### src/rtl/wdog_pkg.sv
package wdog_pkg;

  typedef enum logic [1:0] {
    WD_DORMANT = 2'd0,
    WD_POST    = 2'd1,
    WD_WAIT    = 2'd2
  } wd_state_t;

endpackage

### src/rtl/wdog_arm_decode.sv
module wdog_arm_decode #(
  parameter int ADDR_W = 4,
  parameter int ENTRY  = 0
) (
  input  logic              wr_en,
  input  logic [ADDR_W-1:0] wr_addr,
  output logic              hit
);
  localparam logic [ADDR_W-1:0] ENTRY_ADDR = ENTRY[ADDR_W-1:0];

  function automatic logic addr_matches(input logic [ADDR_W-1:0] a);
    return a == ENTRY_ADDR;
  endfunction

  assign hit = wr_en & addr_matches(wr_addr);
endmodule

### src/rtl/wdog_timer.sv
module wdog_timer #(
  parameter int CNT_W = 16
) (
  input  logic clk,
  input  logic rst_n,
  input  logic clr,
  input  logic run,
  output logic last
);
  localparam logic [CNT_W-1:0] CNT_MAX = {CNT_W{1'b1}};

  logic [CNT_W-1:0] cnt;

  function automatic logic [CNT_W-1:0] cnt_step(input logic [CNT_W-1:0] c);
    return c + {{(CNT_W-1){1'b0}}, 1'b1};
  endfunction

  function automatic logic cnt_at_end(input logic [CNT_W-1:0] c);
    return c == CNT_MAX;
  endfunction

  always_ff @(posedge clk or negedge rst_n) begin
    if (!rst_n)   cnt <= '0;
    else if (clr) cnt <= '0;
    else if (run) cnt <= cnt_step(cnt);
  end

  assign last = cnt_at_end(cnt);
endmodule

### src/rtl/wdog_fsm.sv
module wdog_fsm
  import wdog_pkg::*;
(
  input  logic clk,
  input  logic rst_n,
  input  logic arm_hit,
  input  logic ack,
  input  logic tmr_last,
  output logic tmr_clr,
  output logic tmr_run,
  output logic upd_req,
  output logic rst_req,
  output logic dead,
  output logic st_dormant,
  output logic st_wait,
  output logic ack_taken,
  output logic timeout_evt
);
  wd_state_t st, st_n;
  logic      rst_req_q, dead_q;

  always_comb begin
    st_n        = st;
    ack_taken   = 1'b0;
    timeout_evt = 1'b0;
    unique case (st)
      WD_DORMANT: if (arm_hit) st_n = WD_POST;
      WD_POST:    st_n = WD_WAIT;
      WD_WAIT: begin
        if (ack) begin
          ack_taken = 1'b1;
          st_n      = WD_POST;
        end else if (tmr_last) begin
          timeout_evt = 1'b1;
          st_n        = WD_DORMANT;
        end
      end
      default:    st_n = WD_DORMANT;
    endcase
  end

  always_ff @(posedge clk or negedge rst_n) begin
    if (!rst_n) begin
      st        <= WD_DORMANT;
      rst_req_q <= 1'b0;
      dead_q    <= 1'b0;
    end else begin
      st        <= st_n;
      rst_req_q <= timeout_evt;
      dead_q    <= dead_q | timeout_evt;
    end
  end

  assign st_dormant = (st == WD_DORMANT);
  assign st_wait    = (st == WD_WAIT);
  assign tmr_run    = st_wait;
  assign tmr_clr    = ~st_wait | ack_taken;
  assign upd_req    = (st == WD_POST);
  assign rst_req    = rst_req_q;
  assign dead       = dead_q;
endmodule

### src/rtl/proc_liveness_wdog.sv
module proc_liveness_wdog #(
  parameter int CNT_W  = 16,
  parameter int ADDR_W = 4,
  parameter int ENTRY  = 0
) (
  input  logic              clk,
  input  logic              rst_n,
  input  logic              reg_wr_en,
  input  logic [ADDR_W-1:0] reg_wr_addr,
  input  logic              upd_ack,
  output logic              upd_req,
  output logic              rst_req,
  output logic              dead
);
  logic arm_hit;
  logic tmr_clr, tmr_run, tmr_last;
  logic st_dormant, st_wait, ack_taken, timeout_evt;

  wdog_arm_decode #(.ADDR_W(ADDR_W), .ENTRY(ENTRY)) u_decode (
    .wr_en   (reg_wr_en),
    .wr_addr (reg_wr_addr),
    .hit     (arm_hit)
  );

  wdog_timer #(.CNT_W(CNT_W)) u_timer (
    .clk   (clk),
    .rst_n (rst_n),
    .clr   (tmr_clr),
    .run   (tmr_run),
    .last  (tmr_last)
  );

  wdog_fsm u_fsm (
    .clk         (clk),
    .rst_n       (rst_n),
    .arm_hit     (arm_hit),
    .ack         (upd_ack),
    .tmr_last    (tmr_last),
    .tmr_clr     (tmr_clr),
    .tmr_run     (tmr_run),
    .upd_req     (upd_req),
    .rst_req     (rst_req),
    .dead        (dead),
    .st_dormant  (st_dormant),
    .st_wait     (st_wait),
    .ack_taken   (ack_taken),
    .timeout_evt (timeout_evt)
  );
endmodule

### config.mk
export PLATFORM = sky130hd
export DESIGN_NAME = proc_liveness_wdog
export DESIGN_NICKNAME = d
export VERILOG_FILES = /design/src/rtl/wdog_pkg.sv /design/src/rtl/wdog_arm_decode.sv /design/src/rtl/wdog_timer.sv /design/src/rtl/wdog_fsm.sv /design/src/rtl/proc_liveness_wdog.sv
export SDC_FILE = /design/constraint.sdc
export NUM_CORES = 1
export LEC_CHECK = 0
export ABC_AREA = 1
export CAP_MARGIN = 20
export CORE_UTILIZATION = 45
export CTS_BUF_LIST = sky130_fd_sc_hd__clkbuf_16
export DETAILED_ROUTE_END_ITERATION = 6
export PLACE_DENSITY = 0.65
export REMOVE_ABC_BUFFERS = 1
export SYNTH_ARGS = -nofsm -noshare
export SYNTH_HDL_FRONTEND = slang
export SYNTH_SLANG_ARGS = --single-unit
export TNS_END_PERCENT = 20
### constraint.sdc
create_clock -name clk -period 3.56 [get_ports clk]
set_clock_uncertainty 0.1 [all_clocks]
set_input_delay 0.534 -clock clk [delete_from_list [all_inputs] [get_ports clk]]
set_output_delay 0.534 -clock clk [all_outputs]
set_load 0.02 [all_outputs]
* Word-level counts from Yosys, hierarchy flattened
Cells that the tools add are included.
** Cells by class
- Add/subtract/negate cells :: 1
- Reductions and logical operators :: 4
- Muxes and demuxes :: 11
- Bitwise gates (word level) :: 4
- Equality and inequality tests :: 5
** Operator list (count)
- $mux W16 :: 2
- $add A16 B1 Y16 const B :: 1
- $eq A16 B16 Y1 const B :: 1
- $mux W2 :: 3
- $pmux W2 S3 :: 1
- $mux W1 :: 5
- $logic_not A4 Y1 :: 1
- $ne A3 B3 Y1 const B :: 1
- $eq A2 B1 Y1 const B :: 1
- $eq A2 B2 Y1 const B :: 1
- $logic_not A2 Y1 :: 1
- $ne A2 B2 Y1 const B :: 1
- $or A1 B1 Y1 :: 2
- $reduce_and A2 Y1 :: 1
- $reduce_bool A2 Y1 :: 1
- $and A1 B1 Y1 :: 1
- $not A1 Y1 :: 1
** Word-level totals
- Output and inout bits :: 3
- Logic and storage cells :: 29
- Flip-flop bits (word level) :: 20
- Input port bits :: 8

* Longest topological paths before layout
Gate-level depths: netlist (run 1).
- Depth after elaboration :: 5
- Mapped depth :: 8
- Depth with buffers taken out :: 8

* Cells and area by module
Synthesis (run 1) repeated with hierarchy kept, for this count alone.
** Unflattened totals
- Cells, all modules :: 152
- Area total of the unflattened synthesis :: 1122.3 um^2
** By module, submodules not included
- wdog_timer :: times used 1, area each 892.1 um^2, cells each 121, sequential area each 400.4 um^2
- wdog_fsm :: times used 1, area each 207.7 um^2, cells each 25, sequential area each 100.1 um^2
- wdog_arm_decode :: times used 1, area each 22.5 um^2, cells each 6, sequential area each 0.0 um^2

* Worst setup path after synthesis (run 1)
OpenSTA, ideal clock, no wires.
- Kind :: reg2out
- Start :: register u_fsm.st[0]
- End :: output upd_req
- Required time :: 2.926 ns
- Path buffers :: 0
- Arrival time :: 0.690 ns
- Cell stages (with the launch flop) :: 3
- Slack :: 2.236 ns
- Path through :: dfrtp_1 inv_1 nor2_1
** On the way
- Longest elaborated chain between the ends :: 1
** RTL lines
- start, declared :: line wdog_fsm.sv:19 : wd_state_t st, st_n;
- start signal, assigned :: line wdog_fsm.sv:48 : st <= st_n;
- $eq A2 B1 Y1 :: line wdog_fsm.sv:58 : assign upd_req = (st == WD_POST);
- end, declared :: line proc_liveness_wdog.sv:11 : output logic upd_req,
Every way passes these cells.

* Final worst setup path (run 1)
Same ends and word-level chain as after synthesis.

==> flow_metrics.env, run 1 <==
export IMPL_fin_setup_tns_ns=0
export IMPL_power_mw=0.576
export IMPL_reg2reg_slack_ns=2.11
export IMPL_ant_nets=0
export IMPL_critPathKind="register to primary output"
export IMPL_n_antenna_cell=0
export IMPL_peakVddDrop_mv=0.271
export IMPL_ios=11
export IMPL_multiInputGateArea_um2=515
export IMPL_cp_max_fo=3
export IMPL_design_area_um2=1290
export IMPL_holdCritStartpoint="u_fsm.st[0]"
export IMPL_r2r_end="u_fsm.st[1]"
export IMPL_outcome="completed"
export IMPL_firstDrtPassIters=4
export IMPL_max_freq_ghz=0.496
export IMPL_ys_types=24
export IMPL_cts_sinks=20
export IMPL_via_per_inst=5.06
export IMPL_core_area_um2=2250
export IMPL_netlist_area_um2=1090
export IMPL_drt_iter0_drc=17
export IMPL_fp_dieH_um=51.3
export IMPL_power_density_nw_per_um2=445
export IMPL_period_needed_ns=2.02
export IMPL_tightestPinTransition_ns=0.880
export IMPL_arrival_ns=1.38
export IMPL_dp_hpwl_um=1540
export IMPL_grt_pass1_vias=846
export IMPL_num_rows=17
export IMPL_hold_end="u_fsm.st[0]"
export IMPL_vias=875
export IMPL_r2r_cells=8
export IMPL_htreeDepth=1
export IMPL_cts_resized=0
export IMPL_p_leak_nw=0.496
export IMPL_yosys_warnings=0
export IMPL_fin_crit_sh_pct=56.7
export IMPL_avgSynthCellArea_um2=8.27
export IMPL_holdPathStages=1
export IMPL_start_kind="register"
export IMPL_gp_congestion=0.773
export IMPL_cts_made_buffers=3
export IMPL_area_delta_synth_final_pct=18.6
export IMPL_ys_seq_area_share_pct=45.8
export IMPL_routedWlPerCell_um=11.1
export IMPL_initial_core_util_pct=48.4
export IMPL_drv_cap=0
export IMPL_routed_wl_um=1920
export IMPL_crit_path_end_kind="primary output"
export IMPL_cts_tree="built"
export IMPL_timing_rr_start="u_timer.cnt[0]"
export IMPL_whs_ns=0.345
export IMPL_cts_setup_buffers=0
export IMPL_die_x_um=51.3
export IMPL_seqCellArea_um2=500
export IMPL_die_area_um2=2630
export IMPL_insertion_delay_ns=0.25
export IMPL_setup_viol=0
export IMPL_hold_violations=0
export IMPL_grt_pass1_wl_um=3510
export IMPL_synth_seq_cells=20
export IMPL_drc_errors=0
export IMPL_drive_above_1_share_pct=20.0
export IMPL_grt_max_degree=21
export IMPL_place_area_um2=1220
export IMPL_grtUsageTotal_pct=17.7
export IMPL_drv_slew=0
export IMPL_cts_clk_slew_worst_paths_ns=0.06
export IMPL_worstPathRequired_ns=2.93
export IMPL_rsz0062_at_grt="false"
export IMPL_syn_inst=132
export IMPL_fillers=215
export IMPL_fin_nets=155
export IMPL_antenna_found_initial=0
export IMPL_cts_max_path_buffers=2
export IMPL_dp_slack_ns=1.68
export IMPL_holdBufCountCts=0
export IMPL_maxSlewHeadroom_pct=41.1
export IMPL_port_buffers=10
export IMPL_hold_path_class="register to register"
export IMPL_fin_ws_ns=1.54
export IMPL_grt_ovfl_total=0
export IMPL_ctsRootBufferMaster="clkbuf_16"
-- cells by family (layout without fill, tap and decap cells) --
logic type / after synthesis / count (layout) / share of synthesized area (%)
AO/OA/AOI/OAI: 18 / 18 / 9.85
XOR/XNOR: 1 / 1 / 0.802
adder cells (fa/ha/maj): 1 / 1 / 1.15
buffers and inverters: 18 / 31 / 6.99
flip-flops: 20 / 20 / 45.8
AND/OR/NAND/NOR: 74 / 74 / 35.4
-- area by class of cell --
| cell class | instances | area share, % |
|---|---|---|
| Multi-Input combinational cell | 94 | 39.8 |
| Sequential cell | 20 | 38.6 |
| Timing Repair Buffer | 10 | 7.73 |
| Clock buffer | 3 | 5.80 |
| Inverter | 17 | 5.02 |
| Tap cell | 28 | 2.71 |
| Clock inverter | 1 | 0.290 |
-- layout by cell type, fill, tap and decap left out, drive strengths merged --
master          n
a211oi          1
o21ai           8
clkbuf          3
nand4           2
a21oi           7
a31oi           1
o21bai          1
nand3           7
clkinv          2
inv            16
clkdlybuf4s50  10
nor3            4
ha              1
nand2          31
xor2            1
nor2           30
dfrtp          20
-- per-layer routing --
metal,vias up,global-route usage (%),share of wire (%)
met2,13,30.3,50
met5,-,0,0
li1,455,-,-
met1,402,22.5,45
met3,5,1.79,3.0
met4,0,8.11,1.8
-- sequential cells by signal, summed over array words and instances (netlist names) --
name,cells
u_timer.cnt,16
u_fsm.st,2
u_fsm.dead,1
u_fsm.rst_req,1
-- through the flow --
| step | util (%) | std cells |
|---|---|---|
| after floorplan | - | 131 |
| after global placement | 53.9 | 169 |
| after detailed placement | 53.9 | 169 |
| after CTS | 57.4 | 173 |
| after global routing | 57.4 | 173 |
| final | 57.4 | 173 |
-- power by group --
group | leakage, nW | internal (mW) | switching [mW]
Clock | 0.0385 | 0.150 | 0.0805
Sequential | 0.278 | 0.241 | 0.0108
Combinational | 0.180 | 0.0342 | 0.0600
-- cells in the mapped netlist --
| cell | instances | area [um^2] |
|---|---|---|
| inv_2 | 3 | 11.3 |
| o21ai_0 | 1 | 5.00 |
| nor3_2 | 1 | 10.0 |
| nand2_2 | 8 | 50.1 |
| buf_6 | 1 | 11.3 |
| a31oi_1 | 1 | 6.26 |
| inv_1 | 13 | 48.8 |
| ha_1 | 1 | 12.5 |
| nor2_2 | 2 | 12.5 |
| a211oi_1 | 1 | 7.51 |
| a21oi_1 | 5 | 25.0 |
| a21oi_2 | 2 | 17.5 |
| nor2_4 | 6 | 67.6 |
| nor3_1 | 3 | 15.0 |
| o21bai_2 | 1 | 11.3 |
| nor2_1 | 22 | 82.6 |
| nand3_1 | 7 | 35.0 |
| nand2_4 | 2 | 22.5 |
| nand2_1 | 21 | 78.8 |
| clkinv_2 | 1 | 5.00 |
| dfrtp_1 | 20 | 500 |
| o21ai_1 | 7 | 35.0 |
| xor2_1 | 1 | 8.76 |
| nand4_1 | 2 | 12.5 |
-- critical path, stage by stage, from the launching register on --
cell,delay [ns]
dfrtp_1,0.35
inv_1,0.09
nor2_1,0.09
clkdlybuf4s50_1,0.60
-- worst max path at each step --
stage | endpoint | slack, ns | startpoint
2_1_floorplan | upd_req | 2.24 | u_fsm.st[0]
3_3_place_gp | u_timer.cnt[6] | 1.73 | upd_ack
3_5_place_dp | u_timer.cnt[6] | 1.68 | upd_ack
4_1_cts | upd_req | 1.53 | u_fsm.st[0]
5_1_grt | upd_req | 1.47 | u_fsm.st[0]
6_report | upd_req | 1.54 | u_fsm.st[0]
No activity file was read; power rests on OpenSTA's default activity.
==> run 2: changes to the inputs <==
==> constraint.sdc (replaced) <==
create_clock -name clk -period 1.9 [get_ports clk]
set_clock_uncertainty 0.1 [all_clocks]
set_input_delay 0.285 -clock clk [delete_from_list [all_inputs] [get_ports clk]]
set_output_delay 0.285 -clock clk [all_outputs]
set_load 0.02 [all_outputs]
==> flow_metrics.env, run 2 (synthesis gave the netlist of run 1 again) <==
export IMPL_largest_reg_flops=16
export IMPL_hold_violations=0
export IMPL_core_area_um2=2250
export IMPL_gp_congestion=0.797
export IMPL_drv_slew=0
export IMPL_rsz0062_at_grt="false"
export IMPL_critPathKind="register to primary output"
export IMPL_port_buffers=10
export IMPL_n_antenna_cell=0
export IMPL_ctsRootBufferMaster="clkbuf_16"
export IMPL_maxSlewHeadroom_pct=81.3
export IMPL_insertion_delay_ns=0.25
export IMPL_cts_sinks=20
export IMPL_dp_hpwl_um=1580
export IMPL_place_area_um2=1220
export IMPL_cts_max_path_buffers=2
export IMPL_htreeDepth=1
export IMPL_design_area_um2=1300
export IMPL_p_comb_share_pct=16.4
export IMPL_firstDrtPassIters=4
export IMPL_holdBufCountCts=0
export IMPL_layout_common_cells="nor2_1 (22), nand2_1 (21), dfrtp_1 (20)"
export IMPL_tightestPinTransition_ns=0.277
export IMPL_routedWlPerCell_um=11.6
export IMPL_p_leak_nw=0.501
export IMPL_setup_viol=0
export IMPL_num_rows=17
export IMPL_power_mw=1.08
export IMPL_grt_pass1_vias=829
export IMPL_initial_core_util_pct=48.4
export IMPL_cts_resized=0
export IMPL_final_common_cell="nor2_1"
export IMPL_die_x_um=51.3
export IMPL_grt_pass1_wl_um=3590
export IMPL_whs_ns=0.272
export IMPL_drc_errors=0
export IMPL_antenna_found_initial=0
export IMPL_r2r_end="u_fsm.st[1]"
export IMPL_worstPathRequired_ns=1.51
export IMPL_sw_frac_of_total_pct=26.1
export IMPL_p_seq_share_pct=43.7
export IMPL_grt_ovfl_total=0
export IMPL_drv_cap=0
export IMPL_via_per_inst=4.90
export IMPL_period_needed_ns=1.77
export IMPL_routed_wl_um=2030
export IMPL_area_delta_synth_final_pct=19.2
export IMPL_p_clk_share_pct=39.8
export IMPL_r2r_cells=8
export IMPL_reg2reg_slack_ns=0.46
export IMPL_crit_path_start="u_fsm.st[0]"
export IMPL_die_area_um2=2630
export IMPL_power_density_nw_per_um2=827
export IMPL_dp_slack_ns=0.238
export IMPL_cp_max_fo=3
export IMPL_max_freq_ghz=0.564
export IMPL_regMostFlops="u_timer.cnt"
export IMPL_timing_rr_start="u_timer.cnt[0]"
export IMPL_cts_clk_slew_worst_paths_ns=0.06
export IMPL_crit_path_end_kind="primary output"
export IMPL_grt_max_degree=21
export IMPL_fp_dieH_um=51.3
export IMPL_outcome="completed"
export IMPL_drive_above_1_share_pct=20.5
export IMPL_fillers=205
export IMPL_fin_ws_ns=0.127
export IMPL_vias=852
export IMPL_reg_top3="u_timer.cnt x16, u_fsm.st x2"
export IMPL_fin_crit_sh_pct=93.3
export IMPL_peakVddDrop_mv=0.533
export IMPL_drt_iter0_drc=18
export IMPL_cts_setup_buffers=0
export IMPL_grtUsageTotal_pct=18.5
export IMPL_ios=11
export IMPL_intPower_mw=0.796
export IMPL_cts_tree="built"
export IMPL_p_sw_mw=0.281
export IMPL_ant_nets=0
export IMPL_arrival_ns=1.39
export IMPL_start_kind="register"
export IMPL_hold_path_class="input port to asynchronous set/reset pin"
export IMPL_fin_nets=156
export IMPL_fin_setup_tns_ns=0
export IMPL_cts_made_buffers=3
## run 2: cell types whose count changed in the layout (fill, tap and decap cells not counted), sizes merged
cell  change
buf       +1
## run 2: final cells by class
cell class | instances | area (um^2) | area share (%)
clock inverters | 1 | 3.75 | 0.288
repair buffers | 11 | 108 | 8.26
inverters | 17 | 65.1 | 5.00
multi-input cells | 94 | 515 | 39.6
flip-flops and latches | 20 | 500 | 38.4
well taps | 28 | 35.0 | 2.69
clock buffers | 3 | 75.1 | 5.76
## run 2: how the worst max path moves through the flow
stage | to | slack, ns | cells past startpoint
4_1_cts | upd_req | 0.12 | 3
3_5_place_dp | u_timer.cnt[6] | 0.24 | 6
5_1_grt | upd_req | 0.07 | 3
6_report | upd_req | 0.13 | 3
3_3_place_gp | u_timer.cnt[6] | 0.32 | 6
2_1_floorplan | u_fsm.st[1] | 0.59 | 8
## run 2: routing by layer
metal / track usage, % / wire length [um]
met1: 24.1 / 960
met2: 30.5 / 998
met3: 2.68 / 37
met4: 8.11 / 31
met5: 0 / 0
## run 2: power groups by stage
stage / clock network (mW) / logic [mW] / registers, mW
2_1_floorplan: 0 / 0.119 / 0.474
3_3_place_gp: 0 / 0.176 / 0.478
3_5_place_dp: 0 / 0.179 / 0.478
4_1_cts: 0.439 / 0.179 / 0.471
5_1_grt: 0.460 / 0.199 / 0.473
6_report: 0.429 / 0.177 / 0.471
## run 2: critical path: stages (launching register included)
cell	delay (ns)
dfrtp_1	0.35
inv_1	0.09
nor2_1	0.09
clkdlybuf4s50_1	0.60
## run 2: stage by stage
step | std cells | util (%)
after CTS | 174 | 57.8
final | 174 | 57.8
after detailed placement | 170 | 54.3
after floorplan | 131 | -
after global placement | 170 | 54.3
after global routing | 174 | 57.8
